==> src/rtl/cctmr_pkg.sv <==
// Package: shared register-address encoding for the interval timer.
// Assumes a one-bit address selects between the two software registers.
package cctmr_pkg;
    typedef enum logic {
        REG_COUNT   = 1'b0,
        REG_COMPARE = 1'b1
    } reg_addr_e;
endpackage

==> src/rtl/cctmr_counter.sv <==
// Module: free-running counter with load.
// A load takes priority over a tick. Ticks are ignored while frozen.
// Assumes tick_en is a single-cycle-qualified enable in the clk domain.
module cctmr_counter #(
    parameter int unsigned CNT_W   = 32,
    parameter logic [CNT_W-1:0] RST_VAL = CNT_W'(1)
) (
    input  logic             clk,
    input  logic             rst_n,
    input  logic             tick_en,
    input  logic             freeze,
    input  logic             load,
    input  logic [CNT_W-1:0] load_val,
    output logic [CNT_W-1:0] count_q,
    output logic [CNT_W-1:0] count_inc,
    output logic             advance
);
    // Qualify a tick: counting runs, and no software load this cycle.
    always_comb begin
        advance   = tick_en && !freeze && !load;
        count_inc = count_q + CNT_W'(1);
    end

    // Counter register: reset value, software load, or increment.
    always_ff @(posedge clk) begin
        if (!rst_n) begin
            count_q <= RST_VAL;
        end else if (load) begin
            count_q <= load_val;
        end else if (advance) begin
            count_q <= count_inc;
        end
    end
endmodule

==> src/rtl/cctmr_match.sv <==
// Module: compare register, latched interrupt and pending status bit.
// A match is a counter step onto the compare value. A compare write
// clears the interrupt and wins over a match in the same cycle.
// The pending bit is only updated while feat_en is high.
module cctmr_match #(
    parameter int unsigned CNT_W = 32
) (
    input  logic             clk,
    input  logic             rst_n,
    input  logic             advance,
    input  logic [CNT_W-1:0] count_inc,
    input  logic             cmp_wr,
    input  logic [CNT_W-1:0] cmp_val,
    input  logic             feat_en,
    output logic [CNT_W-1:0] cmp_q,
    output logic             irq_q,
    output logic             pend_q
);
    logic hit;

    // Detect the step of the counter onto the compare value.
    always_comb begin
        hit = advance && (count_inc == cmp_q) && !cmp_wr;
    end

    // Compare register storage.
    always_ff @(posedge clk) begin
        if (!rst_n) begin
            cmp_q <= '0;
        end else if (cmp_wr) begin
            cmp_q <= cmp_val;
        end
    end

    // Latched interrupt: cleared by a compare write, set by a hit.
    always_ff @(posedge clk) begin
        if (!rst_n) begin
            irq_q <= 1'b0;
        end else if (cmp_wr) begin
            irq_q <= 1'b0;
        end else if (hit) begin
            irq_q <= 1'b1;
        end
    end

    // Pending status bit, updated only while the feature is enabled.
    always_ff @(posedge clk) begin
        if (!rst_n) begin
            pend_q <= 1'b0;
        end else if (feat_en && cmp_wr) begin
            pend_q <= 1'b0;
        end else if (feat_en && hit) begin
            pend_q <= 1'b1;
        end
    end
endmodule

==> src/rtl/cctmr_route.sv <==
// Module: steers one interrupt onto one of LINES outputs.
// Purely combinational, so the output follows the select in the same
// cycle. Assumes sel is below LINES; an out-of-range index drives nothing.
module cctmr_route #(
    parameter int unsigned LINES = 8,
    localparam int unsigned SEL_W = (LINES > 1) ? $clog2(LINES) : 1
) (
    input  logic             irq,
    input  logic [SEL_W-1:0] sel,
    output logic [LINES-1:0] lines
);
    for (genvar i = 0; i < LINES; i++) begin : g_line
        // Drive line i when it is the selected one.
        always_comb begin
            lines[i] = irq && (sel == SEL_W'(i));
        end
    end
endmodule

==> src/rtl/cc_timer.sv <==
// Module: Count/Compare interval timer top level.
// Decodes the register writes, muxes the read port, and connects the
// counter, the match logic and the line router. Assumes writes and
// reads are single-cycle and the software side is synchronous to clk.
module cc_timer #(
    parameter int unsigned CNT_W = 32,
    parameter int unsigned LINES = 8,
    localparam int unsigned SEL_W = (LINES > 1) ? $clog2(LINES) : 1
) (
    input  logic             clk,
    input  logic             rst_n,
    input  logic             tick_en,
    input  logic             cnt_freeze,
    input  logic             r2_feat,
    input  logic [SEL_W-1:0] irq_sel,
    input  logic             wr_en,
    input  logic             wr_addr,
    input  logic [CNT_W-1:0] wr_data,
    input  logic             rd_addr,
    output logic [CNT_W-1:0] rd_data,
    output logic             irq_pend,
    output logic [LINES-1:0] irq_out
);
    import cctmr_pkg::*;

    logic             cnt_wr;
    logic             cmp_wr;
    logic [CNT_W-1:0] count_q;
    logic [CNT_W-1:0] count_inc;
    logic             advance;
    logic [CNT_W-1:0] cmp_q;
    logic             irq_q;

    // Split the write strobe by target register.
    always_comb begin
        cnt_wr = wr_en && (reg_addr_e'(wr_addr) == REG_COUNT);
        cmp_wr = wr_en && (reg_addr_e'(wr_addr) == REG_COMPARE);
    end

    cctmr_counter #(
        .CNT_W   (CNT_W),
        .RST_VAL (CNT_W'(1))
    ) u_counter (
        .clk       (clk),
        .rst_n     (rst_n),
        .tick_en   (tick_en),
        .freeze    (cnt_freeze),
        .load      (cnt_wr),
        .load_val  (wr_data),
        .count_q   (count_q),
        .count_inc (count_inc),
        .advance   (advance)
    );

    cctmr_match #(
        .CNT_W (CNT_W)
    ) u_match (
        .clk       (clk),
        .rst_n     (rst_n),
        .advance   (advance),
        .count_inc (count_inc),
        .cmp_wr    (cmp_wr),
        .cmp_val   (wr_data),
        .feat_en   (r2_feat),
        .cmp_q     (cmp_q),
        .irq_q     (irq_q),
        .pend_q    (irq_pend)
    );

    cctmr_route #(
        .LINES (LINES)
    ) u_route (
        .irq   (irq_q),
        .sel   (irq_sel),
        .lines (irq_out)
    );

    // Read port: combinational register select.
    always_comb begin
        rd_data = (reg_addr_e'(rd_addr) == REG_COMPARE) ? cmp_q : count_q;
    end
endmodule

==> config.mk <==
export PLATFORM = sky130hd
export DESIGN_NAME = cc_timer
export DESIGN_NICKNAME = d
export VERILOG_FILES = /design/src/rtl/cctmr_pkg.sv /design/src/rtl/cctmr_counter.sv /design/src/rtl/cctmr_match.sv /design/src/rtl/cctmr_route.sv /design/src/rtl/cc_timer.sv
export SDC_FILE = /design/constraint.sdc
export NUM_CORES = 1
export LEC_CHECK = 0
export BUFFER_PORTS_ARGS = -buffer_cell sky130_fd_sc_hd__buf_2
export CAP_MARGIN = 0
export CORE_MARGIN = 2
export CORE_UTILIZATION = 28
export DETAILED_ROUTE_END_ITERATION = 10
export HOLD_SLACK_MARGIN = 0.05
export PLACE_DENSITY = 0.47
export REMOVE_ABC_BUFFERS = 1
export SLEW_MARGIN = 20
export SYNTH_ARGS = -nofsm -noshare
export SYNTH_HDL_FRONTEND = slang
export SYNTH_SLANG_ARGS = --single-unit
==> constraint.sdc <==
create_clock -name clk -period 3.3 [get_ports clk]
set_input_delay 0.165 -clock clk [delete_from_list [all_inputs] [get_ports clk]]
set_output_delay 0.165 -clock clk [all_outputs]
set_load 0.005 [all_outputs]
# Word-level counts from Yosys, hierarchy flattened
# Cells that the tools add are included.
# word_totals
regBits	66
in_bits	43
word_cells	41
output_inout_bits	41
# op_classes
reduce_logical	23
n_mux	3
addsub	1
bitwise	2
eq_ne	8
# op_table
cell	count
2-to-1 mux 32 bit	3
adder 32 x 1 -> 32 bit (second input constant)	1
== test 32 bit	1
logical AND 1 bit	16
== test 3 bit (second input constant)	4
== test 3 x 2 -> 1 bit (second input constant)	2
OR reduction 2 bit	2
== test 3 x 1 -> 1 bit (second input constant)	1
zero test 1 bit	3
zero test 3 bit	1
NOT 1 bit	2
nonzero test 2 bit	1

# Depth between registers and ports, before layout
# Gate-level depths: netlist of run 1.
# depth
depth_word	7
mapped_depth	9
depth_no_buf	8

# Hierarchy
# A second synthesis of run 1 with hierarchy kept.
# hier_totals
hier_cells	525
area_unflattened_um2	4714.5
# by_module_without_submodules
mod	cells_each	area_per_inst_um2	n_inst	seq_area_each_um2
cctmr_counter	323	2431.1	1	640.6
cctmr_match	156	1630.3	1	680.7
cc_timer	38	556.8	1	0.0
cctmr_route	8	96.3	1	0.0

# Worst setup path after synthesis of run 1
# Ideal clock, no wire load.
# synth_path
path_kind	reg2reg
from	register u_counter.count_q[0]
to	register u_match.irq_q
path_stages_with_launch	10
n_path_buf	1
synth_period_minus_slack_ns	2.352
path_slack_ns	0.948
setup_ns	0.079
arrival_time_ns	2.273
required_time_ns	3.221
path_cell_list	dfxtp_1 ha_1 nand3_1 clkbuf_1 nor4_1 and2_1 a31oi_1 nor4_1 nand4_1 a211oi_2
# synth_via
elab_chain_len	4
# synth_rtl
item	line	rtl
from (decl)	cctmr_counter.sv:14	output logic [CNT_W-1:0] count_q,
from (signal assigned)	cctmr_counter.sv:29	count_q <= load_val;
from (signal assigned)	cctmr_counter.sv:31	count_q <= count_inc;
adder 32 x 1 -> 32 bit	cctmr_counter.sv:21	count_inc = count_q + CNT_W'(1);
== test 32 bit	cctmr_match.sv:23	hit = advance && (count_inc == cmp_q) && !cmp_wr;
logical AND 1 bit (2 in series)	cctmr_match.sv:23	
to (signal assigned)	cctmr_match.sv:38	irq_q <= 1'b0;
to (signal assigned)	cctmr_match.sv:40	irq_q <= 1'b0;
to (signal assigned)	cctmr_match.sv:42	irq_q <= 1'b1;
to (decl)	cctmr_match.sv:16	output logic irq_q,
# No other way between the ends.
# A chain may end at the register's enable or synchronous reset.

# Worst setup path after layout of run 1
# Same ends and word-level chain as after synthesis.

==> flow_summary_export.csv, run 1 <==
group,metric,value,unit
timing,clock-skew-final,5.95,ps
die,core_region_area,15300,µm²
final_layout,syn_to_final_growth,18.7,%
worst_setup_path,crit_fanout,7,
synthesis,yosys.area.top_type,"dfxtp_1",
power_and_ir_drop,clkPwrFrac,43.6,%
final_layout,final_core_util,34.3,%
drt,route.vias.total,4259,
worst_setup_path,worst_setup_path_start_kind,"flop",
drt,vias_per_cell,5.06,
clock_network,clock_tree_from_tritoncts,"built",
global_routing,wire_length_of_the_first_global_routing_pass,22400,µm
place,gp_routability_congestion,0.898,
worst_setup_path,endpoint_kind,"flop",
worst_setup_path,rr_endpoint,"u_match.irq_q",
global_routing,all_layer_gr_usage,17.0,%
clock_network,htreeDepth,3,
timing,post-route-worst-setup-slack,335,ps
drt,postRouteAntennaNets,0,
worst_setup_path,critical_path.startpoint,"u_counter.count_q[0]",
clock_network,cts-buffers-inserted,9,
timing,grt_setup_unrepaired,"no",
global_routing,groute.layer.met2.usage,25.8,%
clock_network,cts_setup_buffers,0,
global_routing,largest_net_degree_at_the_start_of_global_routing,65,
synthesis,postSynthRegisterBits,66,
min_path,worst_hold_check_path_type,"in -> reg",
drt,detail_route.iter0.violations,196,
synthesis,post_synth_main_area_contributors,"dfxtp_1, mux2_2, xor2_1",
drt,wl,13800,µm
clock_network,post_cts_resized,0,
worst_setup_path,arrival,3210,ps
global_routing,globalRouteMet3Util,3.44,%
drt,post-route-drc-count,0,
power_and_ir_drop,seqPwrFrac,40.7,%
global_routing,grt_antenna_before_repair,0,
global_routing,first_global_vias,4285,
final_layout,antenna_cells_inserted,0,
die,starting_density_of_the_core,28.9,%
synthesis,async_flop_share,0,%
power_and_ir_drop,switching_share,26.9,%
die,io_pins,84,
synthesis,yosys-top-cells-count,"nand2_1, dfxtp_1, nor2_1",
global_routing,grt_busiest_layer,"met2",
synthesis,number_of_enable_flip_flop_cells_after_synthesis,0,
timing,report.final.hold_viol_count,0,
power_and_ir_drop,leakage_power_summed_over_all_cells,2.03,nW
place,io_buffers,83,
synthesis,post-synth-top-area-fraction,29.9,%
clock_network,cts-root-to-sink-buffers,2,
clock_network,cts_hold_buf,1,
power_and_ir_drop,comb_power_share,15.6,%
power_and_ir_drop,cell_internal_power_dissipation,1.65,mW
final_layout,layout-drive-gt1-share,23.0,%
clock_network,latest_clock_arrival_within_the_worst_skew_pair,340,ps
drt,drt_first_pass_iters,4,
synthesis,post_synth_and_or_nand_nor_area_fraction,25.7,%
worst_setup_path,regToRegStartpoint,"u_counter.count_q[0]",
drt,drt-wirelength-per-cell,16.4,µm
timing,fin_crit,2970,ps
clock_network,clk_root_buffer_cell,"clkbuf_16",
synthesis,muxShareOfSynthArea,8.60,%
worst_setup_path,worst_r2r_path_depth,8,
synthesis,total_standard_cell_area_after_synthesis,4420,µm²
timing,min_period_over_period,89.8,%
place,dp_cells,825,
timing,report.final.slew_viol_count,0,
synthesis,post_synth_xor_area_fraction,13.5,%
power_and_ir_drop,vdd_ir_drop_max,224,µV
worst_setup_path,cp_data_required_time,3540,ps
power_and_ir_drop,switching_power,606,µW
synthesis,yosysWarnings,0,
worst_setup_path,setup.worst_path.end,"u_match.irq_q",
timing,setup_viol_count_final,0,
synthesis,synth_ff_type,"dfxtp_1",
synthesis,post_synth_fa_ha_maj_area_fraction,0.283,%
place,detailedPlace.worstSlack,383,ps
timing,achievable-frequency,337,MHz
synthesis,fraction_of_the_yosys_area_taken_by_sequential_cells,29.9,%
timing,finalSetupTns,0,ps
power_and_ir_drop,cellPowerDensity,429,nW/µm²
synthesis,combinational_family_with_the_most_area_after_synthesis,"simple AND/OR/NAND/NOR gates",
timing,worst_slew_pin_slew,973,ps
place,place_hpwl,10100,µm
die,row_count,45,
die,die_height,130,µm
run_status,status,"completed",
synthesis,synthMostInstantiatedCell,"nand2_1",
synthesis,avgSynthCellArea,7.69,µm²
worst_setup_path,setup.worst_path.class,"reg -> reg",
global_routing,grt_remaining_overflow,0,
final_layout,final_net_count,670,
run,max-cap-violations,0,
die,chipWidth,130,µm
final_layout,fin_cells,841,
die,dieArea,16800,µm²
synthesis,synthCells,575,
global_routing,grtUsageMet1,23.4,%
clock_network,clk_transition_reported_paths,50,ps
worst_setup_path,timing.reg2reg.setup_slack,330,ps
synthesis,synth.lib_cells_used.distinct,50,
timing,max_slew_margin,35.1,%
synthesis,synth_compound_area_share,16.2,%
clock_network,clkSinkCount,66,
==> cells in the final DEF (no fill, tap or decap), drive strengths merged, types with 8 or more instances in the layout <==
| cell | netlist | layout |
|---|---|---|
| clkbuf | 33 | 13 |
| nor3 | 13 | 13 |
| xnor2 | 27 | 27 |
| nand3 | 22 | 22 |
| nor4 | 11 | 11 |
| mux2 | 32 | 32 |
| buf | 19 | 91 |
| xor2 | 41 | 41 |
| nand4 | 18 | 18 |
| a211oi | 31 | 31 |
| dfxtp | 66 | 66 |
| nor2 | 51 | 51 |
| nand2 | 92 | 92 |
| nand2b | 8 | 8 |
| a21oi | 36 | 36 |
==> cells by family (layout without fill, tap and decap cells) <==
kind of cell,Yosys count,count (layout)
fa+ha+maj,1,1
compound gates,105,105
simple gates,241,241
mux,34,34
buf+inv,60,115
xor+xnor,68,68
flops,66,66
==> metrics by stage <==
stage	cell area, µm²	power, mW	hold WS (ps)
global route	5250	2.37	61.5
CTS	5250	2.29	57.8
global placement	4940	1.28	407
finish	5250	2.25	66.5
detailed placement	4940	1.29	398
floorplan	4190	1.13	227
==> state kept, by name, summed over array words and instances (netlist names) <==
signal / count
u_counter.count_q: 32
u_match.irq_q: 1
u_match.pend_q: 1
u_match.cmp_q: 32
==> power groups by stage <==
| stage | Combinational (mW) | Clock (mW) | Sequential [mW] |
|---|---|---|---|
| detailed placement | 0.351 | 0 | 0.934 |
| global placement | 0.352 | 0 | 0.931 |
| floorplan | 0.216 | 0 | 0.914 |
| global route | 0.391 | 1.05 | 0.928 |
| CTS | 0.355 | 1.01 | 0.917 |
| finish | 0.352 | 0.983 | 0.918 |
==> worst min path at each step <==
stage | start | to | slack, ps | cells after the start
2_1_floorplan | rst_n | u_counter.count_q[0] | 230 | 1
3_3_place_gp | rst_n | u_counter.count_q[0] | 410 | 2
3_5_place_dp | rst_n | u_counter.count_q[0] | 400 | 2
4_1_cts | wr_data[12] | u_match.cmp_q[12] | 60 | 3
5_1_grt | wr_data[12] | u_match.cmp_q[12] | 60 | 3
6_report | wr_data[12] | u_match.cmp_q[12] | 70 | 3
==> layer usage <==
| layer | vias up | wire length [µm] |
|---|---|---|
| met4 | 0 | 335 |
| met1 | 1993 | 6860 |
| li1 | 2139 | - |
| met2 | 105 | 5960 |
| met3 | 22 | 645 |
| met5 | - | 0 |
==> layout make-up <==
| type | count | area (µm²) |
|---|---|---|
| clock buffers | 13 | 270 |
| inverters | 8 | 31.3 |
| multi-input cells | 449 | 2850 |
| clock inverters | 2 | 35.0 |
| fillers | 1700 | 10100 |
| well taps | 211 | 264 |
| flip-flops and latches | 66 | 1320 |
| repair buffers | 92 | 485 |
==> critical path, cell delays in order (launching register included) <==
cell and delay [ps]:
dfxtp_1 450, ha_1 270, nand3_1 250, nor3_1 490, nand3_1 240, a211o_1 320
a2111oi_2 360, nand4_1 240, a211oi_2 250
Power figures use the tool's default switching activity.
==> run 2: changes to the inputs <==
Settings changed: CORE_MARGIN 2 to 1.5, CTS_BUF_LIST set to sky130_fd_sc_hd__clkbuf_8.
==> flow_summary_export.csv, run 2 (same netlist as run 1, synthesis figures left out) <==
group,metric,value,unit
die,dieArea,16600,µm²
final_layout,sequential_area,1320,µm²
global_routing,wire_length_of_the_first_global_routing_pass,22500,µm
timing,grt_setup_unrepaired,"no",
die,chipWidth,129,µm
clock_network,clock_tree_from_tritoncts,"built",
die,io_pins,84,
global_routing,first_global_vias,4260,
final_layout,multiInputGateArea,2850,µm²
clock_network,cts-buffers-inserted,9,
die,row_count,45,
worst_setup_path,setup.worst_path.class,"reg -> reg",
min_path,worst_hold_check_path_type,"in -> reg",
worst_setup_path,arrival,3190,ps
power_and_ir_drop,cellPowerDensity,355,nW/µm²
global_routing,all_layer_gr_usage,17.4,%
final_layout,layout_common_cells,"nand2_1, buf_2, dfxtp_1",
timing,report.final.hold_viol_count,0,
worst_setup_path,crit_fanout,7,
final_layout,final_common_cell,"nand2_1",
clock_network,htreeDepth,3,
clock_network,latest_clock_arrival_within_the_worst_skew_pair,370,ps
drt,wl,13800,µm
timing,worst_slew_pin_slew,1010,ps
place,dpl_cell_area,4940,µm²
timing,setup_viol_count_final,0,
final_layout,final_net_count,703,
timing,clock-skew-final,8.12,ps
drt,detail_route.iter0.violations,328,
drt,post-route-drc-count,0,
final_layout,finish.instance_area,5460,µm²
final_layout,reg_top3,"u_counter.count_q x32, u_match.cmp_q x32",
clock_network,clk_transition_reported_paths,70,ps
run_status,status,"completed",
final_layout,antenna_cells_inserted,0,
final_layout,syn_to_final_growth,23.4,%
timing,report.final.slew_viol_count,0,
min_path,holdPathStages,3,
timing,fin_crit,2930,ps
place,io_buffers,83,
power_and_ir_drop,leakage_power_summed_over_all_cells,2.12,nW
die,starting_density_of_the_core,28.9,%
drt,drt_first_pass_iters,4,
drt,postRouteAntennaNets,0,
global_routing,grt_antenna_before_repair,0,
global_routing,largest_net_degree_at_the_start_of_global_routing,65,
drt,route.vias.total,4384,
worst_setup_path,timing.reg2reg.setup_slack,370,ps
timing,achievable-frequency,341,MHz
timing,finalSetupTns,0,ps
place,place_hpwl,9880,µm
place,gp_routability_congestion,0.865,
drt,vias_per_cell,5.01,
final_layout,fillerInstances,1680,
global_routing,grt_remaining_overflow,0,
die,die_height,129,µm
clock_network,clkSinkCount,66,
final_layout,layout-drive-gt1-share,22.0,%
worst_setup_path,cp_data_required_time,3560,ps
worst_setup_path,worst_r2r_path_depth,8,
clock_network,clk_root_buffer_cell,"clkbuf_8",
timing,max_slew_margin,32.9,%
worst_setup_path,worst_setup_path_start_kind,"flop",
timing,min_period_over_period,88.8,%
die,core_region_area,15300,µm²
power_and_ir_drop,vdd_ir_drop_max,163,µV
drt,drt-wirelength-per-cell,15.8,µm
clock_network,cts-root-to-sink-buffers,2,
run,max-cap-violations,0,
worst_setup_path,endpoint_kind,"flop",
## run 2: cell count changes in the layout (fill, tap and decap cells not counted), sizes merged
cell / before / now
bufinv: 1 / 0
buf: 91 / 92
inv: 7 / 9
clkbuf: 13 / 12
clkinv: 2 / 3
dlygate4sd3: 1 / 33
## run 2: layout make-up
| class | instances | share of cell area, % |
|---|---|---|
| clock buffer | 12 | 3.03 |
| sequential | 66 | 24.2 |
| tap | 211 | 4.84 |
| multi-input combinational | 449 | 52.1 |
| inverter | 8 | 0.573 |
| timing repair buffer | 125 | 14.9 |
| clock inverter | 4 | 0.321 |
## run 2: report_power, final
| group | switching (mW) | internal (mW) |
|---|---|---|
| Clock | 0.316 | 0.326 |
| Combinational | 0.192 | 0.189 |
| Sequential | 0.0745 | 0.841 |
## run 2: stage by stage
step           hold WS [ps]  worst slack (ps)  instances  power (mW)  utilization (%)
2_1_floorplan           227               781        523        1.13                -
3_3_place_gp            409               549        826        1.28             32.3
3_5_place_dp            394               440        826        1.28             32.3
4_1_cts                59.6               406        875        1.97             35.6
5_1_grt                73.4              35.9        875        2.06             35.6
6_report               73.3               371        875        1.94             35.6
## run 2: path summary, 6_finish.rpt
kind,startpoint,to
min reg2reg,u_match.cmp_q[17],u_match.cmp_q[17]
max,u_counter.count_q[0],u_match.irq_q
min,wr_data[9],u_match.cmp_q[9]
max reg2reg,u_counter.count_q[0],u_match.irq_q
## run 2: critical path: stages (launching register included)
cell       delay (ps)
dfxtp_1           470
ha_1              270
nand3_1           240
nor3_1            480
nand3_1           220
a211o_1           310
a2111oi_2         370
nand4_1           220
a211oi_2          240
## run 2: repair_timing
item,CTS,global route
hold buffers,33,0
resized for setup,0,0
endpoints found under the hold margin,32,0
buffers inserted,0,0
## run 2: routing by layer
| metal | routed length (µm) | GRT usage (%) | part of all wire [%] |
|---|---|---|---|
| met1 | 7000 | 24.2 | 51 |
| met2 | 5960 | 27.0 | 43 |
| met3 | 705 | 3.33 | 5.1 |
| met4 | 160 | 5.68 | 1.2 |
| met5 | 0 | 0 | 0 |
